`config.mk`:
```
export PLATFORM = sky130hd
export DESIGN_NAME = adc_host_seq
export DESIGN_NICKNAME = d
export VERILOG_FILES = /design/src/rtl/adc_seq_pkg.sv /design/src/rtl/adc_seq_ctrl.sv /design/src/rtl/adc_seq_dp.sv /design/src/rtl/adc_host_seq.sv
export SDC_FILE = /design/constraint.sdc
export NUM_CORES = 1
export LEC_CHECK = 0
export BUFFER_PORTS_ARGS = -buffer_cell sky130_fd_sc_hd__buf_2
export CAP_MARGIN = 40
export CELL_PAD_IN_SITES_DETAIL_PLACEMENT = 0
export CELL_PAD_IN_SITES_GLOBAL_PLACEMENT = 1
export CORE_MARGIN = 2
export CORE_UTILIZATION = 35
export CTS_CLUSTER_SIZE = 40
export DETAILED_ROUTE_END_ITERATION = 8
export MAX_ROUTING_LAYER = met4
export PLACE_DENSITY_LB_ADDON = 0.05
export SYNTH_ARGS = -nofsm -noshare
export SYNTH_HDL_FRONTEND = slang
export SYNTH_SLANG_ARGS = --single-unit
```
`constraint.sdc`:
```
create_clock -name clk -period 2.07 [get_ports clk]
set_clock_uncertainty 0.15 [all_clocks]
set_input_delay 0.1035 -clock clk [delete_from_list [all_inputs] [get_ports clk]]
set_output_delay 0.1035 -clock clk [all_outputs]
set_load 0.02 [all_outputs]
```
`src/rtl/adc_seq_pkg.sv`:
```
package adc_seq_pkg;
  // control -> datapath strobes
  typedef struct packed {
    logic latchCfg;
    logic sampleRd;
  } seqStrobe_t;

  // datapath -> control status
  typedef struct packed {
    logic noPairs;
    logic frameDone;
  } seqStatus_t;
endpackage

```
`src/rtl/adc_seq_ctrl.sv`:
```
module adc_seq_ctrl
  import adc_seq_pkg::*;
#(
  parameter int SETUP_CYC = 1,
  parameter int WR_CYC    = 2,
  parameter int HOLD_CYC  = 1,
  parameter int CONV_CYC  = 2,
  parameter int RD_CYC    = 2,
  parameter int RDH_CYC   = 1
) (
  input  logic       clk,
  input  logic       rstN,
  input  logic       start,
  input  logic       busy,
  input  seqStatus_t stat,
  output seqStrobe_t strb,
  output logic       csN,
  output logic       wrN,
  output logic       rdN,
  output logic       convst,
  output logic       dbOe,
  output logic       done
);
  localparam int MAX_A = (SETUP_CYC > WR_CYC) ? SETUP_CYC : WR_CYC;
  localparam int MAX_B = (HOLD_CYC > CONV_CYC) ? HOLD_CYC : CONV_CYC;
  localparam int MAX_C = (RD_CYC > RDH_CYC) ? RD_CYC : RDH_CYC;
  localparam int MAX_AB = (MAX_A > MAX_B) ? MAX_A : MAX_B;
  localparam int MAXT = (MAX_AB > MAX_C) ? MAX_AB : MAX_C;
  localparam int CNTW = (MAXT < 2) ? 1 : $clog2(MAXT);

  typedef enum logic [3:0] {
    S_IDLE, S_WSET, S_WLOW, S_WHLD, S_CONV, S_BUSYH, S_BUSYL,
    S_TURN, S_RLOW, S_RHIGH, S_FIN
  } state_t;

  state_t st, stNext;
  logic [CNTW-1:0] cnt, cntNext;

  function automatic logic [CNTW-1:0] ld(input int n);
    return CNTW'((n < 1) ? 0 : n - 1);
  endfunction

  always_comb begin
    stNext  = st;
    cntNext = (cnt != '0) ? cnt - 1'b1 : cnt;
    strb    = '0;
    csN     = 1'b1;
    wrN     = 1'b1;
    rdN     = 1'b1;
    convst  = 1'b0;
    dbOe    = 1'b0;
    done    = 1'b0;
    unique case (st)
      S_IDLE: if (start) begin
        strb.latchCfg = 1'b1;
        stNext  = S_WSET;
        cntNext = ld(SETUP_CYC);
      end
      S_WSET: begin
        csN = 1'b0; dbOe = 1'b1;
        if (cnt == '0) begin stNext = S_WLOW; cntNext = ld(WR_CYC); end
      end
      S_WLOW: begin
        csN = 1'b0; wrN = 1'b0; dbOe = 1'b1;
        if (cnt == '0) begin stNext = S_WHLD; cntNext = ld(HOLD_CYC); end
      end
      S_WHLD: begin
        csN = 1'b0; dbOe = 1'b1;
        if (cnt == '0) begin
          if (stat.noPairs) stNext = S_FIN;
          else begin stNext = S_CONV; cntNext = ld(CONV_CYC); end
        end
      end
      S_CONV: begin
        convst = 1'b1;
        if (cnt == '0) stNext = S_BUSYH;
      end
      S_BUSYH: if (busy) stNext = S_BUSYL;
      S_BUSYL: if (!busy) stNext = S_TURN;
      S_TURN: begin
        csN = 1'b0;
        stNext  = S_RLOW;
        cntNext = ld(RD_CYC);
      end
      S_RLOW: begin
        csN = 1'b0; rdN = 1'b0;
        if (cnt == '0) begin
          strb.sampleRd = 1'b1;
          stNext  = S_RHIGH;
          cntNext = ld(RDH_CYC);
        end
      end
      S_RHIGH: begin
        csN = 1'b0;
        if (cnt == '0) begin
          if (stat.frameDone) stNext = S_FIN;
          else begin stNext = S_RLOW; cntNext = ld(RD_CYC); end
        end
      end
      S_FIN: begin
        done   = 1'b1;
        stNext = S_IDLE;
      end
      default: stNext = S_IDLE;
    endcase
  end

  always_ff @(posedge clk or negedge rstN) begin
    if (!rstN) begin
      st  <= S_IDLE;
      cnt <= '0;
    end else begin
      st  <= stNext;
      cnt <= cntNext;
    end
  end
endmodule

```
`src/rtl/adc_seq_dp.sv`:
```
module adc_seq_dp
  import adc_seq_pkg::*;
#(
  parameter int NPAIRS = 3,
  parameter int DW     = 16
) (
  input  logic                          clk,
  input  logic                          rstN,
  input  seqStrobe_t                    strb,
  input  logic [2*NPAIRS+1:0]           cfgIn,
  input  logic                          byteModeIn,
  input  logic [DW-1:0]                 dbIn,
  output logic [DW-1:0]                 dbOut,
  output seqStatus_t                    stat,
  output logic                          resValid,
  output logic [DW-1:0]                 resData,
  output logic [$clog2(2*NPAIRS)-1:0]   resChan,
  output logic                          resLast
);
  localparam int CFGW = 2 * NPAIRS + 2;
  localparam int CHW  = $clog2(2 * NPAIRS);
  localparam int PW   = (CHW > 1) ? CHW - 1 : 1;
  localparam int HW   = DW / 2;

  logic [CFGW-1:0] cfgQ;
  logic            byteQ;
  logic [CHW-1:0]  chanIdx, chanNext, chanFirst;
  logic [HW-1:0]   hiByte;
  logic            halfSel;
  logic            frameDoneQ;
  logic            higherSel;
  logic [PW-1:0]   curPair, nextPair, firstPair;
  logic [NPAIRS-1:0] selQ, selIn;

  assign selQ    = cfgQ[CFGW-1 -: NPAIRS];
  assign selIn   = cfgIn[CFGW-1 -: NPAIRS];
  assign curPair = PW'(chanIdx >> 1);

  // lowest selected pair of the incoming configuration
  always_comb begin
    firstPair = '0;
    for (int i = NPAIRS - 1; i >= 0; i--) begin
      if (selIn[i]) firstPair = PW'(i);
    end
    chanFirst = CHW'({firstPair, 1'b0});
  end

  // next selected pair above the current one
  always_comb begin
    higherSel = 1'b0;
    nextPair  = curPair;
    for (int i = NPAIRS - 1; i >= 0; i--) begin
      if (selQ[i] && (PW'(i) > curPair)) begin
        higherSel = 1'b1;
        nextPair  = PW'(i);
      end
    end
    chanNext = chanIdx[0] ? CHW'({nextPair, 1'b0}) : chanIdx + 1'b1;
  end

  logic isLastChan;
  assign isLastChan = chanIdx[0] && !higherSel;

  assign dbOut          = {cfgQ, {(DW - CFGW){1'b0}}};
  assign stat.noPairs   = (selQ == '0);
  assign stat.frameDone = frameDoneQ;

  always_ff @(posedge clk or negedge rstN) begin
    if (!rstN) begin
      cfgQ       <= '0;
      byteQ      <= 1'b0;
      chanIdx    <= '0;
      hiByte     <= '0;
      halfSel    <= 1'b0;
      frameDoneQ <= 1'b0;
      resValid   <= 1'b0;
      resData    <= '0;
      resChan    <= '0;
      resLast    <= 1'b0;
    end else begin
      resValid <= 1'b0;
      resLast  <= 1'b0;
      if (strb.latchCfg) begin
        cfgQ       <= cfgIn;
        byteQ      <= byteModeIn;
        chanIdx    <= chanFirst;
        halfSel    <= 1'b0;
        frameDoneQ <= 1'b0;
      end else if (strb.sampleRd) begin
        if (byteQ && !halfSel) begin
          hiByte  <= dbIn[HW-1:0];
          halfSel <= 1'b1;
        end else begin
          resValid <= 1'b1;
          resData  <= byteQ ? {hiByte, dbIn[HW-1:0]} : dbIn;
          resChan  <= chanIdx;
          resLast  <= isLastChan;
          halfSel  <= 1'b0;
          chanIdx  <= chanNext;
          if (isLastChan) frameDoneQ <= 1'b1;
        end
      end
    end
  end
endmodule

```
`src/rtl/adc_host_seq.sv`:
```
module adc_host_seq
  import adc_seq_pkg::*;
#(
  parameter int SETUP_CYC = 1,
  parameter int WR_CYC    = 2,
  parameter int HOLD_CYC  = 1,
  parameter int CONV_CYC  = 2,
  parameter int RD_CYC    = 2,
  parameter int RDH_CYC   = 1
) (
  input  logic        clk,
  input  logic        rstN,
  input  logic        start,
  input  logic [2:0]  cfgPairSel,
  input  logic [2:0]  cfgRange,
  input  logic        cfgIntRef,
  input  logic        cfgBufBypass,
  input  logic        byteMode,
  input  logic        busy,
  input  logic [15:0] dbIn,
  output logic [15:0] dbOut,
  output logic        dbOe,
  output logic        csN,
  output logic        wrN,
  output logic        rdN,
  output logic        convstA,
  output logic        convstB,
  output logic        convstC,
  output logic        resValid,
  output logic [15:0] resData,
  output logic [2:0]  resChan,
  output logic        resLast,
  output logic        done
);
  seqStrobe_t strb;
  seqStatus_t stat;

  assign convstB = 1'b0;
  assign convstC = 1'b0;

  adc_seq_ctrl #(
    .SETUP_CYC(SETUP_CYC), .WR_CYC(WR_CYC), .HOLD_CYC(HOLD_CYC),
    .CONV_CYC(CONV_CYC), .RD_CYC(RD_CYC), .RDH_CYC(RDH_CYC)
  ) uCtrl (
    .clk(clk), .rstN(rstN), .start(start), .busy(busy), .stat(stat),
    .strb(strb), .csN(csN), .wrN(wrN), .rdN(rdN), .convst(convstA),
    .dbOe(dbOe), .done(done)
  );

  adc_seq_dp #(.NPAIRS(3), .DW(16)) uDp (
    .clk(clk), .rstN(rstN), .strb(strb),
    .cfgIn({cfgPairSel, cfgRange, cfgIntRef, cfgBufBypass}),
    .byteModeIn(byteMode), .dbIn(dbIn), .dbOut(dbOut), .stat(stat),
    .resValid(resValid), .resData(resData), .resChan(resChan),
    .resLast(resLast)
  );
endmodule

```
# [Yosys cells after proc, flatten, opt, wreduce, memory -nomap -nowiden]
# Cells that the tools add are included.
[word_totals] output_inout_bits=45 input_bits=29 reg_bits=48
[op_classes] reduce_logical=20 eq_ne=21 addsub=2 bitwise_logic=2 n_lt_le_gt_ge=3 mux=58
[ops] op="$mux 4" n=10
[ops] op="$pmux 4 s10" n=1
[ops] op="$mux 1" n=34
[ops] op="$ne 2x2->1 const B" n=10
[ops] op="$eq 4x3->1 const B" n=4
[ops] op="$mux 16" n=1
[ops] op="$mux 2" n=7
[ops] op="$eq 4x4->1 const B" n=3
[ops] op="$mux 3" n=4
[ops] op="$reduce_and 3->1" n=4
[ops] op="$reduce_and 9->1" n=1
[ops] op="$eq 4x2->1 const B" n=2
[ops] op="$pmux 1 s6" n=1
[ops] op="$reduce_or 6->1" n=1
[ops] op="$logic_and 1x1->1" n=5
[ops] op="$ne 5x5->1 const B" n=1
[ops] op="$eq 4x1->1 const B" n=1
[ops] op="$gt 1x2->1 const A" n=2
[ops] op="$logic_not 4->1" n=1
[ops] op="$reduce_bool 2->1" n=2
[ops] op="$add 3x1->3 const B" n=1
[ops] op="$logic_not 3->1" n=1
[ops] op="$reduce_or 3->1" n=1
[ops] op="$gt 2x2->1 const A" n=1
[ops] op="5 further kinds" n=7

# [Logic depth before layout (Yosys ltp)]
[logic_depth] ltp_word=11 depth_mapped=7

# [Cells and area by module]
# From an unflattened synthesis, not the netlist that was laid out.
[unflattened] hier_cells=187 hier_area_um2=2379.8
[modules_own_cells] module="adc_seq_dp" area_per_inst_um2=1961.9 seq_area_each_um2=1076.0 cells_per_inst=133 instances=1
[modules_own_cells] module="adc_seq_ctrl" area_per_inst_um2=399.1 seq_area_each_um2=125.1 cells_per_inst=51 instances=1
[modules_own_cells] module="adc_host_seq" area_per_inst_um2=18.8 seq_area_each_um2=0.0 cells_per_inst=3 instances=1

# [Least setup slack after synthesis]
# Ideal clock, no wire load.
[synth_path] kind="flip-flop to flip-flop" from="register uCtrl.st[1]" to="register uDp.resData[1]" stages_incl_launch_ff=7 required_ns=1.795 setup_ns=0.125 setup_slack_ns=-0.163 t_arrival_ns=1.958 cell_sequence="dfrtp_1 > buf_6 > or4b_1 > buf_2 > nor3_4 > buf_4 > mux2_2"
[synth_via] elab_chain_len=4
[synth_lines] element="from (decl)" line="adc_seq_ctrl.sv:36" text="state_t st, stNext;"
[synth_lines] element="from (signal assigned)" line="adc_seq_ctrl.sv:113" text="st <= stNext;"
[synth_lines] element="$logic_not 4->1" line="adc_seq_ctrl.sv:53" text="unique case (st)"
[synth_lines] element="$mux 1" line="adc_seq_ctrl.sv:53"
[synth_lines] element="$not 1->1 (no line)"
[synth_lines] element="$reduce_and 3->1 (no line) *"
[synth_lines] element="to (signal assigned)" line="adc_seq_dp.sv:95" text="resData <= byteQ ? {hiByte, dbIn[HW-1:0]} : dbIn;"
[synth_lines] element="to (decl)" line="adc_seq_dp.sv:16" text="output logic [DW-1:0] resData,"
# Mark *: on every way between the ends. The rest lies on a longest branch, timed or not.
# A chain may end at the register's enable or synchronous reset.

# [Final worst setup path]
[layout_path] from="register uCtrl.st[0]" to="register uDp.resData[0]"
# Same word-level chain as after synthesis.

==> flow_summary.yaml <==
placed_design:
  dp_hpwl_microns: 3350
  gp_congestion: 0.698
  post_dp_cell_area_sq_mm: 0.00272
  io_buffers: 63
setup_path:
  crit_type: "reg2reg"
  arrival_ps: 2040
  critical_path.startpoint_type: "flip-flop"
  critPathTopFamily: "simple AND/OR/NAND/NOR gates"
  path_cells: "or4b_4, nor3_4, buf_12, clkbuf_16, mux2_2"
  path_max_fanout: 6
  endpoint_kind: "flip-flop"
  required_ps: 2100
  crit_start: "uCtrl.st[0]"
  slowest_stage: "or4b_4"
  r2r_start: "uCtrl.st[0]"
  crit_buf_inv: 2
  slowest_delay_ps: 590
global_route:
  grt_pass1_vias: 1708
  overflow: 0
  grt_pass1_wl_microns: 8260
  antenna_found_initial: 0
  grtUsageTotal: 0.147
  grt_max_degree: 28
detailed_routing:
  drtAntennaViolNets: 0
  first_iter_violations: 64
  routed-wl-met3_microns: 219
  top_layer: "met4"
  routed_wl_microns: 5100
  route.met2.wl_microns: 2440
  viasPerCell: 4.76
  num_vias: 1769
  drc_errors: 0
  firstDrtPassIters: 4
  wl_per_cell_microns: 13.7
  wl_met1_microns: 2390
synthesis:
  synth_area_per_cell_sq_um: 11.6
  synthArstFlopShare: 1.00
  ys_warn_count: 0
  synth-main-ff-cell: "dfrtp_1"
  synth_area_sq_mm: 0.00227
  synthCells: 196
  synth-seq-area-share: 0.530
  yosysUniqueCellTypes: 39
  synth_edf_count: 0
  ys_ff_latch: 48
  synth_area_leaders: "dfrtp_1 (53%), mux2_2 (9.9%), mux2i_1 (4.4%)"
  synth_top_cell_by_area: "dfrtp_1"
  synth.top_cell.area_share: 0.530
die:
  die_h_microns: 84.5
  fp.dieW_microns: 84.5
  rows: 29
  initial_core_util: 0.359
  io_pins: 74
  dieArea_sq_mm: 0.00713
  core_sq_mm: 0.00631
final_layout:
  fin_area_sq_mm: 0.00314
  multiInputGateArea_sq_um: 956
  drive_above_1_share: 0.366
  nFillCells: 607
  seq_area_sq_mm: 0.00120
  antenna_cells: 0
  syn_to_final_growth_pct: 38.5
  finalNetCount: 323
  final_util: 0.497
pwr:
  power_density_mw_per_mm2: 1380
  switching_power_uw: 1760
  p_leak_uw: 0.00150
  seqPwrFrac: 0.381
  p_int_uw: 2580
  combPwrFrac: 0.489
  p_clk_frac: 0.131
  switching_share: 0.406
  ir_drop_uv: 660
sta:
  hold_viol: 0
  setup_viol: 0
  worstMarginPinSlew_ps: 531
  fin_crit_sh: 0.968
  holdWs_ps: 170
  tns_ps: 0
  period_needed_ps: 2000
  slew_violations: 0
  rsz0062_at_grt: "false"
  maxSlewHeadroom: 0.646
  fmax_ghz: 0.499
clock_tree:
  numCtsBuffers: 5
  cts_buffer_depth: 2
  cts_tree: "yes"
  root_buffer: "clkbuf_8"
  cts_sinks: 48
  clk_pin_slew_ps: 80
  insertion_delay_ps: 290
  htree_levels: 2
status:
  status: "finished clean"
worst_hold_path:
  hp-class: "in2async"
job:
  maxCapViolCount: 0
[layout make-up]
cell class	instances	area share
clock buffers	8	0.0287
repair buffers	105	0.249
inverters	4	0.00478
flip-flops and latches	48	0.383
well taps	77	0.0307
multi-input cells	130	0.305
[state kept, by name, summed over array words and instances (netlist names), named ones only]
signal	cells
uDp.resData	16
uDp.cfgQ	8
uDp.hiByte	8
uCtrl.st	4
uDp.resChan	3
uDp.chanIdx	2
uCtrl.cnt	1
uDp.byteQ	1
uDp.frameDoneQ	1
uDp.halfSel	1
uDp.resLast	1
uDp.resValid	1
[routing by layer]
| layer | track usage | vias up |
|---|---|---|
| met1 | 0.199 | 844 |
| met3 | 0.0295 | 7 |
| met5 | - | - |
| met2 | 0.227 | 51 |
| li1 | - | 867 |
| met4 | 0.0390 | 0 |
[what timing repair did]
| action | in CTS | in global routing |
|---|---|---|
| hold buffers | 26 | 0 |
| setup endpoints to repair | 15 | 11 |
| resized for setup | 1 | 0 |
| pin swaps | 0 | 1 |
| gates cloned | 0 | 2 |
| endpoints found under the hold margin | 56 | 0 |
| buffers inserted | 0 | 1 |
[synth_stat cells (all sizes together), types with 4 or more instances]
cell type	number
mux2	27
a31oi	4
inv	4
nand2b	4
clkbuf	7
dfrtp	48
mux2i	10
a21oi	15
o21ai	4
nor2	18
buf	16
nor3	5
[power by group through the flow]
stage,combinational [uW],clock (uW),sequential [uW]
global route,2320,627,1720
floorplan,1170,0,1940
CTS,2130,589,1660
finish,2120,567,1650
detailed placement,2080,0,1670
global placement,2080,0,1680
[stage by stage]
stage / setup slack [ps] / total power, uW / instances
floorplan: -130 / 3120 / 205
global route: 9.95 / 4670 / 372
detailed placement: -55.9 / 3750 / 335
finish: 66.2 / 4350 / 372
global placement: -25.8 / 3760 / 335
CTS: 36.2 / 4380 / 369
[cell usage in the layout (no fill, tap or decap), drive strengths merged, types with 2 or more instances in the layout]
| cell | count |
|---|---|
| a21oi | 15 |
| a31oi | 4 |
| buf | 77 |
| clkbuf | 10 |
| conb | 10 |
| dfrtp | 48 |
| dlygate4sd3 | 26 |
| inv | 4 |
| mux2 | 27 |
| mux2i | 10 |
| nand2 | 3 |
| nand2b | 4 |
| nand3 | 3 |
| nand3b | 2 |
| nor2 | 18 |
| nor2b | 2 |
| nor3 | 5 |
| nor3b | 3 |
| nor4 | 2 |
| o211a | 2 |
| o211ai | 2 |
| o21a | 2 |
| o21ai | 4 |
[logic make-up (layout without fill, tap and decap cells)]
logic type	Yosys count	in the layout	synth area share
AOI/OAI and AO/OA	35	35	0.0961
buffers and inverters	27	117	0.0712
DFF	48	48	0.530
muxes	37	37	0.178
other	1	10	0.00165
and+or+nand+nor	48	48	0.123
[worst paths after layout]
kind	slack, ps	depth (start not counted)	end
worst max-delay path	70	5	uDp.resData[0]
worst min-delay path	170	2	uDp.cfgQ[3]
worst max register to register	70	5	uDp.resData[0]
worst min register to register	340	1	uDp.resChan[1]
max in group asynchronous	1080	3	uDp.resData[12]
min in group clk	180	4	uDp.halfSel
Power figures use the tool's default switching activity.
